$ cat src/rtl/wkp_pkg.sv
package wkp_pkg;
  localparam logic [15:0] CRC_INIT = 16'hFFFF;
  localparam logic [15:0] CRC_POLY_REFL = 16'hA001;

  function automatic logic [15:0] crc16_step(input logic [15:0] c, input logic [7:0] d);
    logic [15:0] r;
    r = c ^ {8'h00, d};
    for (int k = 0; k < 8; k++) begin
      r = r[0] ? ((r >> 1) ^ CRC_POLY_REFL) : (r >> 1);
    end
    return r;
  endfunction
endpackage

$ cat src/rtl/wkp_offset_ctr.sv
module wkp_offset_ctr #(
  parameter int OFS_W = 8
) (
  input  logic             clk,
  input  logic             rst,
  input  logic             long_mode,
  input  logic             byte_valid,
  input  logic             frame_start,
  input  logic             frame_end,
  output logic             take,
  output logic             begin_frame,
  output logic             finish_frame,
  output logic             mode_flip,
  output logic [OFS_W-1:0] ofs
);
  localparam logic [OFS_W-1:0] OFS_MAX = {OFS_W{1'b1}};

  logic             mode_q;
  logic             active_q;
  logic [OFS_W-1:0] cnt_q;

  always_comb begin
    mode_flip    = (long_mode != mode_q);
    take         = byte_valid && (frame_start || active_q) && !mode_flip;
    begin_frame  = take && frame_start;
    finish_frame = take && frame_end;
    ofs          = frame_start ? '0 : cnt_q;
  end

  always_ff @(posedge clk) begin
    if (rst) begin
      mode_q   <= long_mode;
      active_q <= 1'b0;
      cnt_q    <= '0;
    end else begin
      mode_q <= long_mode;
      if (mode_flip) begin
        active_q <= 1'b0;
      end else if (finish_frame) begin
        active_q <= 1'b0;
      end else if (begin_frame) begin
        active_q <= 1'b1;
      end
      if (take) begin
        cnt_q <= (ofs == OFS_MAX) ? ofs : ofs + 1'b1;
      end
    end
  end

  assert_flip_aborts_R9: assert property (@(posedge clk) disable iff (rst)
    mode_flip |=> !active_q);

  assert_offset_steps_R11: assert property (@(posedge clk) disable iff (rst)
    (take && ofs != OFS_MAX) |=> cnt_q == $past(ofs) + 1'b1);
endmodule

$ cat src/rtl/wkp_slot_engine.sv
module wkp_slot_engine
  import wkp_pkg::*;
#(
  parameter int WIN   = 64,
  parameter int OFS_W = 8
) (
  input  logic             clk,
  input  logic             rst,
  input  logic             clear,
  input  logic             take,
  input  logic             begin_frame,
  input  logic             finish_frame,
  input  logic [OFS_W-1:0] ofs,
  input  logic [7:0]       data,
  input  logic [2*WIN-1:0] eff_mask,
  input  logic [OFS_W-1:0] base,
  input  logic [15:0]      expect_crc,
  input  logic             enable,
  output logic             hit
);
  localparam int SPAN  = 2 * WIN;
  localparam int REL_W = $clog2(SPAN);

  logic [15:0]      crc_q, crc_cur, crc_nxt;
  logic             cov_q, cov_nxt;
  logic [OFS_W-1:0] rel;
  logic             in_win, sel;
  logic [REL_W-1:0] last_rel;
  logic             any_sel;

  always_comb begin
    last_rel = '0;
    any_sel  = 1'b0;
    for (int i = 0; i < SPAN; i++) begin
      if (eff_mask[i]) begin
        last_rel = REL_W'(i);
        any_sel  = 1'b1;
      end
    end
  end

  always_comb begin
    rel     = ofs - base;
    in_win  = (ofs >= base) && (rel < OFS_W'(SPAN));
    sel     = take && in_win && eff_mask[rel[REL_W-1:0]];
    crc_cur = begin_frame ? CRC_INIT : crc_q;
    crc_nxt = sel ? crc16_step(crc_cur, data) : crc_cur;
    cov_nxt = (begin_frame ? 1'b0 : cov_q) || (sel && rel[REL_W-1:0] == last_rel);
    hit     = finish_frame && enable && any_sel && cov_nxt && (crc_nxt == expect_crc);
  end

  always_ff @(posedge clk) begin
    if (rst || clear) begin
      crc_q <= CRC_INIT;
      cov_q <= 1'b0;
    end else if (take) begin
      crc_q <= crc_nxt;
      cov_q <= cov_nxt;
    end
  end

  assert_clear_resets_crc_R9: assert property (@(posedge clk) disable iff (rst)
    clear |=> (crc_q == CRC_INIT && !cov_q));
endmodule

$ cat src/rtl/wkp_hit_select.sv
module wkp_hit_select #(
  parameter int SLOT_N = 8,
  parameter int IDX_W  = 3
) (
  input  logic              clk,
  input  logic              rst,
  input  logic              long_mode,
  input  logic              finish_frame,
  input  logic [SLOT_N-1:0] slot_hit,
  output logic              wake_match,
  output logic [IDX_W-1:0]  wake_index
);
  logic             found;
  logic [IDX_W-1:0] pick;

  always_comb begin
    found = 1'b0;
    pick  = '0;
    for (int s = 0; s < SLOT_N; s++) begin
      if (slot_hit[s] && !found) begin
        found = 1'b1;
        pick  = (long_mode && s >= 2) ? IDX_W'(s / 2 + 1) : IDX_W'(s);
      end
    end
  end

  always_ff @(posedge clk) begin
    if (rst) begin
      wake_match <= 1'b0;
      wake_index <= '0;
    end else begin
      wake_match <= found;
      if (found) wake_index <= pick;
    end
  end

  assert_pulse_after_end_R8: assert property (@(posedge clk) disable iff (rst)
    wake_match |-> $past(finish_frame));

  assert_long_index_range_R4: assert property (@(posedge clk) disable iff (rst)
    (wake_match && $past(long_mode)) |-> wake_index <= IDX_W'(4));

  always_comb begin
    if (!rst && long_mode && SLOT_N == 8) begin
      assert_upper_slots_silent_R5: assert (!(slot_hit[3] || slot_hit[5] || slot_hit[7]));
    end
  end
endmodule

$ cat src/rtl/wkp_matcher.sv
module wkp_matcher #(
  parameter int SLOT_N    = 8,
  parameter int WIN       = 64,
  parameter int NORM_BASE = 12
) (
  input  logic                     clk,
  input  logic                     rst,
  input  logic                     long_mode,
  input  logic                     byte_valid,
  input  logic                     frame_start,
  input  logic                     frame_end,
  input  logic [7:0]               byte_data,
  input  logic [SLOT_N*WIN-1:0]    mask_flat,
  input  logic [SLOT_N*8-1:0]      crc_lo_flat,
  input  logic [SLOT_N*8-1:0]      crc_hi_flat,
  output logic                     wake_match,
  output logic [$clog2(SLOT_N)-1:0] wake_index
);
  localparam int IDX_W = $clog2(SLOT_N);
  localparam int OFS_W = $clog2(NORM_BASE + 2 * WIN + 1);

  logic             take, begin_frame, finish_frame, mode_flip;
  logic [OFS_W-1:0] ofs;
  logic [OFS_W-1:0] base;
  logic [SLOT_N-1:0] slot_hit;

  assign base = long_mode ? '0 : OFS_W'(NORM_BASE);

  wkp_offset_ctr #(.OFS_W(OFS_W)) u_ofs (
    .clk(clk), .rst(rst), .long_mode(long_mode),
    .byte_valid(byte_valid), .frame_start(frame_start), .frame_end(frame_end),
    .take(take), .begin_frame(begin_frame), .finish_frame(finish_frame),
    .mode_flip(mode_flip), .ofs(ofs)
  );

  for (genvar s = 0; s < SLOT_N; s++) begin : g_slot
    logic [2*WIN-1:0] eff_mask;
    logic             enable;
    if (s >= 2 && (s % 2) == 0 && s + 1 < SLOT_N) begin : g_pair_low
      assign eff_mask = long_mode ? {mask_flat[(s+1)*WIN +: WIN], mask_flat[s*WIN +: WIN]}
                                  : {{WIN{1'b0}}, mask_flat[s*WIN +: WIN]};
      assign enable   = 1'b1;
    end else if (s >= 3 && (s % 2) == 1) begin : g_pair_high
      assign eff_mask = {{WIN{1'b0}}, mask_flat[s*WIN +: WIN]};
      assign enable   = !long_mode;
    end else begin : g_single
      assign eff_mask = {{WIN{1'b0}}, mask_flat[s*WIN +: WIN]};
      assign enable   = 1'b1;
    end

    wkp_slot_engine #(.WIN(WIN), .OFS_W(OFS_W)) u_eng (
      .clk(clk), .rst(rst), .clear(mode_flip), .take(take),
      .begin_frame(begin_frame), .finish_frame(finish_frame),
      .ofs(ofs), .data(byte_data), .eff_mask(eff_mask), .base(base),
      .expect_crc({crc_hi_flat[s*8 +: 8], crc_lo_flat[s*8 +: 8]}),
      .enable(enable), .hit(slot_hit[s])
    );
  end

  wkp_hit_select #(.SLOT_N(SLOT_N), .IDX_W(IDX_W)) u_sel (
    .clk(clk), .rst(rst), .long_mode(long_mode), .finish_frame(finish_frame),
    .slot_hit(slot_hit), .wake_match(wake_match), .wake_index(wake_index)
  );
endmodule

$ cat config.mk
export PLATFORM = sky130hd
export DESIGN_NAME = wkp_matcher
export DESIGN_NICKNAME = d
export VERILOG_FILES = /design/src/rtl/wkp_pkg.sv /design/src/rtl/wkp_offset_ctr.sv /design/src/rtl/wkp_slot_engine.sv /design/src/rtl/wkp_hit_select.sv /design/src/rtl/wkp_matcher.sv
export SDC_FILE = /design/constraint.sdc
export NUM_CORES = 2
export LEC_CHECK = 0
export ABC_AREA = 1
export CELL_PAD_IN_SITES_DETAIL_PLACEMENT = 0
export CELL_PAD_IN_SITES_GLOBAL_PLACEMENT = 2
export CORE_ASPECT_RATIO = 1.75
export CORE_MARGIN = 1.5
export CORE_UTILIZATION = 35
export CTS_BUF_LIST = sky130_fd_sc_hd__clkbuf_8
export CTS_CLUSTER_DIAMETER = 60
export CTS_CLUSTER_SIZE = 10
export DETAILED_ROUTE_END_ITERATION = 16
export DONT_BUFFER_PORTS = 1
export PLACE_DENSITY_LB_ADDON = 0.1
export RECOVER_POWER = 25
export SYNTH_ARGS = -nofsm -noshare
export SYNTH_HDL_FRONTEND = slang
export SYNTH_HIERARCHICAL = 1
export SYNTH_SLANG_ARGS = --single-unit
$ cat constraint.sdc
create_clock -name clk -period 13.92 [get_ports clk]
set_input_delay 1.392 -clock clk [delete_from_list [all_inputs] [get_ports clk]]
set_output_delay 1.392 -clock clk [all_outputs]
set_load 0.1 [all_outputs]
# After elaboration in Yosys (flattened, before gate mapping)
# Index checks and enable logic that the tools add are counted.
dict set report totals {
  reg_bits 150
  inputBits 654
  out_inout_bits 4
  word_cells 1720
}
dict set report op_classes {
  add_sub_neg 2
  magnitude_cmp 3
  n_eq_ne 18
  muxes 1530
  bitwise_logic 72
  reduce_logical 74
}
# op count
set ops {}
lappend ops {{7-bit 2-to-1 mux} 688}
lappend ops {{16-bit 2-to-1 mux} 80}
lappend ops {{1-bit 2-to-1 mux} 738}
lappend ops {{128-bit 2-to-1 mux} 3}
lappend ops {{2-bit NOT with 3-bit output} 64}
lappend ops {{16-bit == test} 8}
lappend ops {{16-bit by 8-bit bitwise XOR with 16-bit output} 8}
lappend ops {{1-bit binary-select mux with 7-bit select} 8}
lappend ops {{7-bit == test} 8}
lappend ops {{1-bit logical AND} 54}
lappend ops {{3-bit 2-to-1 mux} 8}
lappend ops {{8-bit 2-to-1 mux} 2}
lappend ops {{1-bit logical OR} 10}
lappend ops {{1-bit logical NOT} 9}
lappend ops {{8-bit by 1-bit adder with 8-bit output, second input constant} 1}
lappend ops {{8-bit == test, second input constant} 1}
lappend ops {{8-bit by 4-bit >= comparator with 1-bit output} 1}
lappend ops {{7-bit by 8-bit less-than comparator with 1-bit output, second input constant} 1}
lappend ops {{8-bit less-than comparator, second input constant} 1}
lappend ops {{8-bit by 4-bit subtractor with 8-bit output} 1}
lappend ops {{2-bit 2-to-1 mux} 2}
lappend ops {{4-bit 2-to-1 mux} 1}
lappend ops {{3-bit OR reduction} 1}
lappend ops {{1-bit != test} 1}

# Longest topological paths before layout
dict set report depth {
  ltp_word 150
  ltp_mapped 138
  depth_no_buf 138
}

# Modules after synthesis
# Netlist, hierarchy kept.
# mod instances cells_per_inst area_per_inst_um2 seq_area_each_um2
set modules_own_cells {}
lappend modules_own_cells {{wkp_slot_engine (g_slot[2].u_eng ...)} 6 925 4647.0 340.3}
lappend modules_own_cells {{wkp_slot_engine (g_slot[0].u_eng ...)} 2 920 4747.1 340.3}
lappend modules_own_cells {wkp_matcher 1 408 1600.3 0.0}
lappend modules_own_cells {wkp_offset_ctr 1 101 710.7 200.2}
lappend modules_own_cells {wkp_hit_select 1 42 282.8 80.1}

# Worst setup path after synthesis
# OpenSTA, ideal clock, no wires.
dict set report synth_path {
  path_type {in2reg}
  start {input mask_flat[130]}
  end {register u_sel.wake_index[1]}
  arrival_time_ns 7.509
  t_required_ns 13.804
  path_slack_ns 6.295
  stages 138
  n_path_buf 0
  cell_sequence {inv_2 -> nand2_1 -> nand2_1 -> nand2_1 -> nand2_1 -> nand2_1 -> nand2_1 -> nand2_1 -> nand2_1 -> nand2_1 -> nand2_1 -> nand2_1 -> nand2_1 -> nand2_1 -> nand2_1 -> nand2_1 -> nand2_1 -> nand2_1 -> [102 not listed] -> nand2_1 -> nand2_1 -> nand2_1 -> nand2_1 -> nand2_1 -> nand2_1 -> nand2_1 -> nand2_1 -> nand2_1 -> a21oi_1 -> nor2_1 -> nand2_2 -> nor2_4 -> nand3_2 -> nand2_2 -> nor2_1 -> nand2_1 -> nand2_1}
}
dict set report synth_between {
  elab_chain_cells 149
  elab_cells_between_ends 287
  classes_between {2 x eq/ne; 268 x mux; 17 x reduce/logical}
}
# element line
set synth_rtl {}
lappend synth_rtl {{from (decl)} wkp_matcher.sv:13} ;# input logic [SLOT_N*WIN-1:0] mask_flat,
lappend synth_rtl {{128-bit 2-to-1 mux *} wkp_matcher.sv:40} ;# assign eff_mask = long_mode ? {mask_flat[(s+1)*WIN +: WIN], mask_flat[s*WIN +: WIN]}
lappend synth_rtl {{7-bit 2-to-1 mux (126 in a row)} wkp_slot_engine.sv:35} ;# if (eff_mask[i]) begin
lappend synth_rtl {{7-bit == test} wkp_slot_engine.sv:48} ;# cov_nxt = (begin_frame ? 1'b0 : cov_q) || (sel && rel[REL_W-1:0] == last_rel);
lappend synth_rtl {{1-bit logical AND} wkp_slot_engine.sv:48}
lappend synth_rtl {{1-bit logical OR} wkp_slot_engine.sv:48}
lappend synth_rtl {{1-bit logical AND} wkp_slot_engine.sv:49} ;# hit = finish_frame && enable && any_sel && cov_nxt && (crc_nxt == expect_crc);
lappend synth_rtl {{1-bit logical AND *} wkp_slot_engine.sv:49}
lappend synth_rtl {{net slot_hit[2]} wkp_matcher.sv:25} ;# logic [SLOT_N-1:0] slot_hit;
lappend synth_rtl {{[9 not listed]} --}
lappend synth_rtl {{1-bit logical AND} wkp_hit_select.sv:20} ;# if (slot_hit[s] && !found) begin
lappend synth_rtl {{1-bit 2-to-1 mux} wkp_hit_select.sv:20}
lappend synth_rtl {{1-bit logical NOT} wkp_hit_select.sv:20}
lappend synth_rtl {{1-bit logical AND} wkp_hit_select.sv:20}
lappend synth_rtl {{1-bit 2-to-1 mux} wkp_hit_select.sv:20}
lappend synth_rtl {{1-bit logical NOT} wkp_hit_select.sv:20}
lappend synth_rtl {{1-bit logical AND} wkp_hit_select.sv:20}
lappend synth_rtl {{3-bit 2-to-1 mux / 1-bit 2-to-1 mux (equally long branches)} wkp_hit_select.sv:20}
lappend synth_rtl {{to (signal assigned)} wkp_hit_select.sv:33} ;# if (found) wake_index <= pick;
lappend synth_rtl {{to (decl)} wkp_hit_select.sv:11} ;# output logic [IDX_W-1:0] wake_index
# Mark *: on every way through the listed nets, which the timed path passes. The rest lies on a longest branch. The select of a mux whose other input is x is not followed.
# A chain may end at the register's enable or synchronous reset.

# Worst setup path after layout
dict set report layout_path {
  start {input frame_start}
  end {register u_sel.wake_index[0]}
}
dict set report layout_between {
  elab_cells_between_ends 281
  classes_between {1 x add/sub; 2 x order compare; 16 x eq/ne; 120 x mux; 72 x bitwise; 70 x reduce/logical}
}
# element line
set layout_lines {}
lappend layout_lines {{from (decl)} wkp_matcher.sv:10} ;# input logic frame_start,
lappend layout_lines {{branches (longest 18 deep; another with 8-bit by 4-bit subtractor with 8-bit output)} --}
lappend layout_lines {{1-bit logical AND *} wkp_slot_engine.sv:49}
lappend layout_lines {{net slot_hit[2]} wkp_matcher.sv:25}
lappend layout_lines {{1-bit logical AND *} wkp_hit_select.sv:20}
lappend layout_lines {{1-bit 2-to-1 mux} wkp_hit_select.sv:20}
lappend layout_lines {{1-bit logical NOT} wkp_hit_select.sv:20}
lappend layout_lines {{1-bit logical AND} wkp_hit_select.sv:20}
lappend layout_lines {{1-bit 2-to-1 mux} wkp_hit_select.sv:20}
lappend layout_lines {{[4 not listed]} --}
lappend layout_lines {{1-bit logical AND} wkp_hit_select.sv:20}
lappend layout_lines {{1-bit 2-to-1 mux} wkp_hit_select.sv:20}
lappend layout_lines {{1-bit logical NOT} wkp_hit_select.sv:20}
lappend layout_lines {{1-bit logical AND} wkp_hit_select.sv:20}
lappend layout_lines {{1-bit 2-to-1 mux} wkp_hit_select.sv:20}
lappend layout_lines {{1-bit logical NOT} wkp_hit_select.sv:20}
lappend layout_lines {{1-bit logical AND} wkp_hit_select.sv:20}
lappend layout_lines {{3-bit 2-to-1 mux / 1-bit 2-to-1 mux (equally long branches)} wkp_hit_select.sv:20}
# Mark *: on every way through the listed nets, which the timed path passes. The select of a mux whose other input is x is not followed.

==> flow_metrics.py <==
metrics = {
    "synth": {
        "synth_compound_area_share_pct": 23.2,
        "synth-edff-count": 0,
        "synth_fa_ha_area_share_pct": 2.40,
        "syn_area_um2": 40000,
        "synth_warnings": 6,
        "synthArstFlopShare_pct": 0,
        "synth-xor-area-share_pct": 6.75,
        "syn_avg_cell_area_um2": 5.03,
        "synth.largest_area_cell": "nand2_1",
        "synth.distinct_cells": 59,
        "synth_top_area_share_pct": 21.7,
        "synth.area.top_cells": "nand2_1, inv_1, o21ai_0",
        "synth_seq_cells": 150,
        "yosys.area_share.simple_pct": 40.3,
        "synth_top_family_by_area": "simple AND/OR/NAND/NOR gates",
        "netlist_instances": 7941,
        "synthFlopType": "dfxtp_1",
        "synthMuxAreaShare_pct": 0,
        "seq_area_frac_synth_pct": 7.51,
    },
    "critical_path": {
        "required_ns": 14.35,
        "critPathKind": "in2reg",
        "cp-end-kind": "flop",
        "crit_arrival_ns": 10.14,
        "crit_path_start_kind": "primary input",
        "crit_fanout": 96,
    },
    "floorplanning": {
        "core_area_um2": 113000,
        "die-area_um2": 116000,
        "rows": 163,
        "io_pins": 658,
        "start_util_pct": 35.4,
        "dieWidth_um": 258,
        "die_h_um": 450,
    },
    "route": {
        "vias": 49104,
        "avgViaCountPerCell": 4.90,
        "wl_mm": 166,
        "drc": 0,
        "wire_per_inst_um": 16.5,
        "drtIter0Drc": 2677,
        "drt_pass1_iterations": 6,
        "drtAntennaViolNets": 0,
    },
    "timing": {
        "period_share_pct": 69.7,
        "slew_headroom_pct": -160,
        "max_freq_mhz": 103,
        "fin_skew_ns": 0.0331,
        "post-route-min-period_ns": 9.71,
        "tightest_slew_ns": 3.90,
        "rsz0062_at_grt": "no",
        "fin_setup_tns_ns": 0,
        "worst_slack_ns": 4.21,
        "finalMaxSlewViolations": 207,
        "hold_viol": 0,
        "setup_viol": 0,
    },
    "clocking": {
        "cts_setup_buffers": 0,
        "clkTransAtPathRegs_ns": 0.09,
        "cts_root_buf": "clkbuf_8",
        "tritoncts": "built",
        "cts.sinks": 150,
        "cts_max_level": 4,
        "cts_buffer_depth": 2,
        "clk_latency_ns": 0.57,
        "numCtsBuffers": 17,
        "cts_resized": 0,
        "holdBufCountCts": 0,
    },
    "place": {
        "hpwlAfterDp_mm": 136,
        "gp_congestion": 0.954,
        "dp_slack_ns": 4.90,
        "port_buffers": 0,
    },
    "cells_and_area": {
        "n_fill_cell": 13382,
        "final_nets": 9242,
        "areaGrowthSynthToFinish_pct": 11.0,
        "multiInputGateArea_um2": 32000,
        "layout_commonest_cell": "nand2_1",
        "layout_common_cells": "nand2_1, inv_1, o21ai_0",
        "seq_area_um2": 3000,
        "drive_gt1_share_pct": 2.94,
    },
    "pwr": {
        "switching_share_pct": 51.1,
        "pwr-share-clk_pct": 16.8,
        "power_density_nw_per_um2": 48.2,
        "power.switching_uw": 1090,
        "power_uw": 2140,
        "p_comb_share_pct": 62.5,
        "p_int_uw": 1050,
        "ir_drop_v": 0.0000871,
        "seqPwrFrac_pct": 20.7,
        "leakage_uw": 0.0223,
    },
    "min_path": {
        "min_path_type": "reg2reg",
    },
    "global_route": {
        "grt_pass1_wl_mm": 255,
        "grt_usage_pct": 27.7,
        "grt_pass1_vias": 46732,
        "grt_max_degree": 202,
        "grt_overflow": 0,
        "antenna_found_initial": 5,
    },
    "flow_run": {
        "maxCapViolCount": 4,
    },
    "run_status": {
        "status": "finished with violations",
        "violations": "max-capacitance violations, max-slew violations",
    },
}
## layout make-up
type	count	share of cell area, %
inverters	1568	15.1
clock buffers	17	0.527
well taps	1485	4.19
clock inverters	15	0.324
multi-input cells	6722	72.2
diodes	4	0.0226
repair buffers	57	0.922
flip-flops and latches	150	6.77
## metal layers
layer / track usage (%) / wire length [um]
met4: 10.7 / 6750
met5: 0 / 11
met3: 6.21 / 11200
met1: 29.6 / 63900
met2: 52.0 / 83800
## path summary, 6_finish.rpt
path | from | to | slack [ns] | cells after the start
setup / recovery | frame_start | u_sel/wake_index[0] | 4.21 | 28
setup reg to reg | u_ofs/cnt_q[0] | u_sel/wake_index[0] | 4.59 | 29
hold / removal | g_slot[1].u_eng/crc_q[13] | g_slot[1].u_eng/crc_q[13] | 0.47 | 2
hold reg to reg | g_slot[1].u_eng/crc_q[13] | g_slot[1].u_eng/crc_q[13] | 0.47 | 2
## cells in the mapped netlist, types with 14 or more instances
library cell / count
o211ai_1: 19
nand2_1: 2307
a31oi_1: 42
o22ai_1: 29
inv_1: 1339
o21ai_1: 18
inv_2: 45
o21bai_1: 17
o21ai_0: 991
nor2_1: 633
nor4_1: 242
dfxtp_1: 150
clkinv_1: 118
xnor2_1: 148
bufinv_8: 56
clkbuf_1: 236
nand3_1: 514
nor3_1: 71
a22o_1: 14
buf_4: 23
a21oi_1: 484
a211oi_1: 26
xor2_1: 160
nand4_1: 29
ha_1: 64
## flip-flops by register name, summed over array words and instances, names as in the netlist
register and cells:
g_slot.u_eng/cov_q 8, g_slot.u_eng/crc_q 128, u_ofs/active_q 1, u_ofs/cnt_q 8, u_ofs/mode_q 1, u_sel/wake_index 3, u_sel/wake_match 1
## critical path: stages
cell and delay, ns:
nor2_1 0.09, clkbuf_1 0.41, inv_1 0.15, ha_1 0.18
clkbuf_1 2.73, o21ai_0 0.43, o21ai_0 0.28, nand2_1 0.09
nand3_1 0.11, nand2_1 0.05, o221a_2 0.29, o31ai_1 0.19
inv_1 0.07, nand2_1 0.61, inv_1 0.57, nand2_1 0.15
o21ai_0 0.18, a2111o_1 0.43, nor3_1 0.22, nand4_1 0.29
a21oi_1 0.39, nor2_1 0.13, nand2_2 0.16, nor2_4 0.06
nand2_1 0.08, nand2_1 0.05, nor2_1 0.15, a21oi_1 0.08
## metrics by stage
step	std cells	util (%)	hold slack [ns]	instance area, um2
after global routing	10016	39.3	0.496	44400
final	10018	39.3	0.473	44400
after floorplan	8717	-	0.435	42900
after detailed placement	9982	39.0	0.455	44000
after global placement	9982	39.0	0.448	44000
after CTS	10014	39.3	0.479	44400
## power by group through the flow
stage,Sequential [uW],Clock (uW),Combinational [uW]
2_1_floorplan,451,0,1030
3_3_place_gp,452,0,1330
3_5_place_dp,453,0,1330
4_1_cts,443,375,1330
5_1_grt,444,390,1530
6_report,443,359,1340
## cell families (layout without fill, tap and decap cells)
family	count (synthesis)	in the layout
adders and majority gates	72	72
DFF	150	150
other	2	782
xor gates and xnor gates	308	308
and+or+nand+nor	3835	3835
AOI/OAI and AO/OA	1729	1729
buffers and inverters	1845	1657
(Power assumes the default switching activity.)
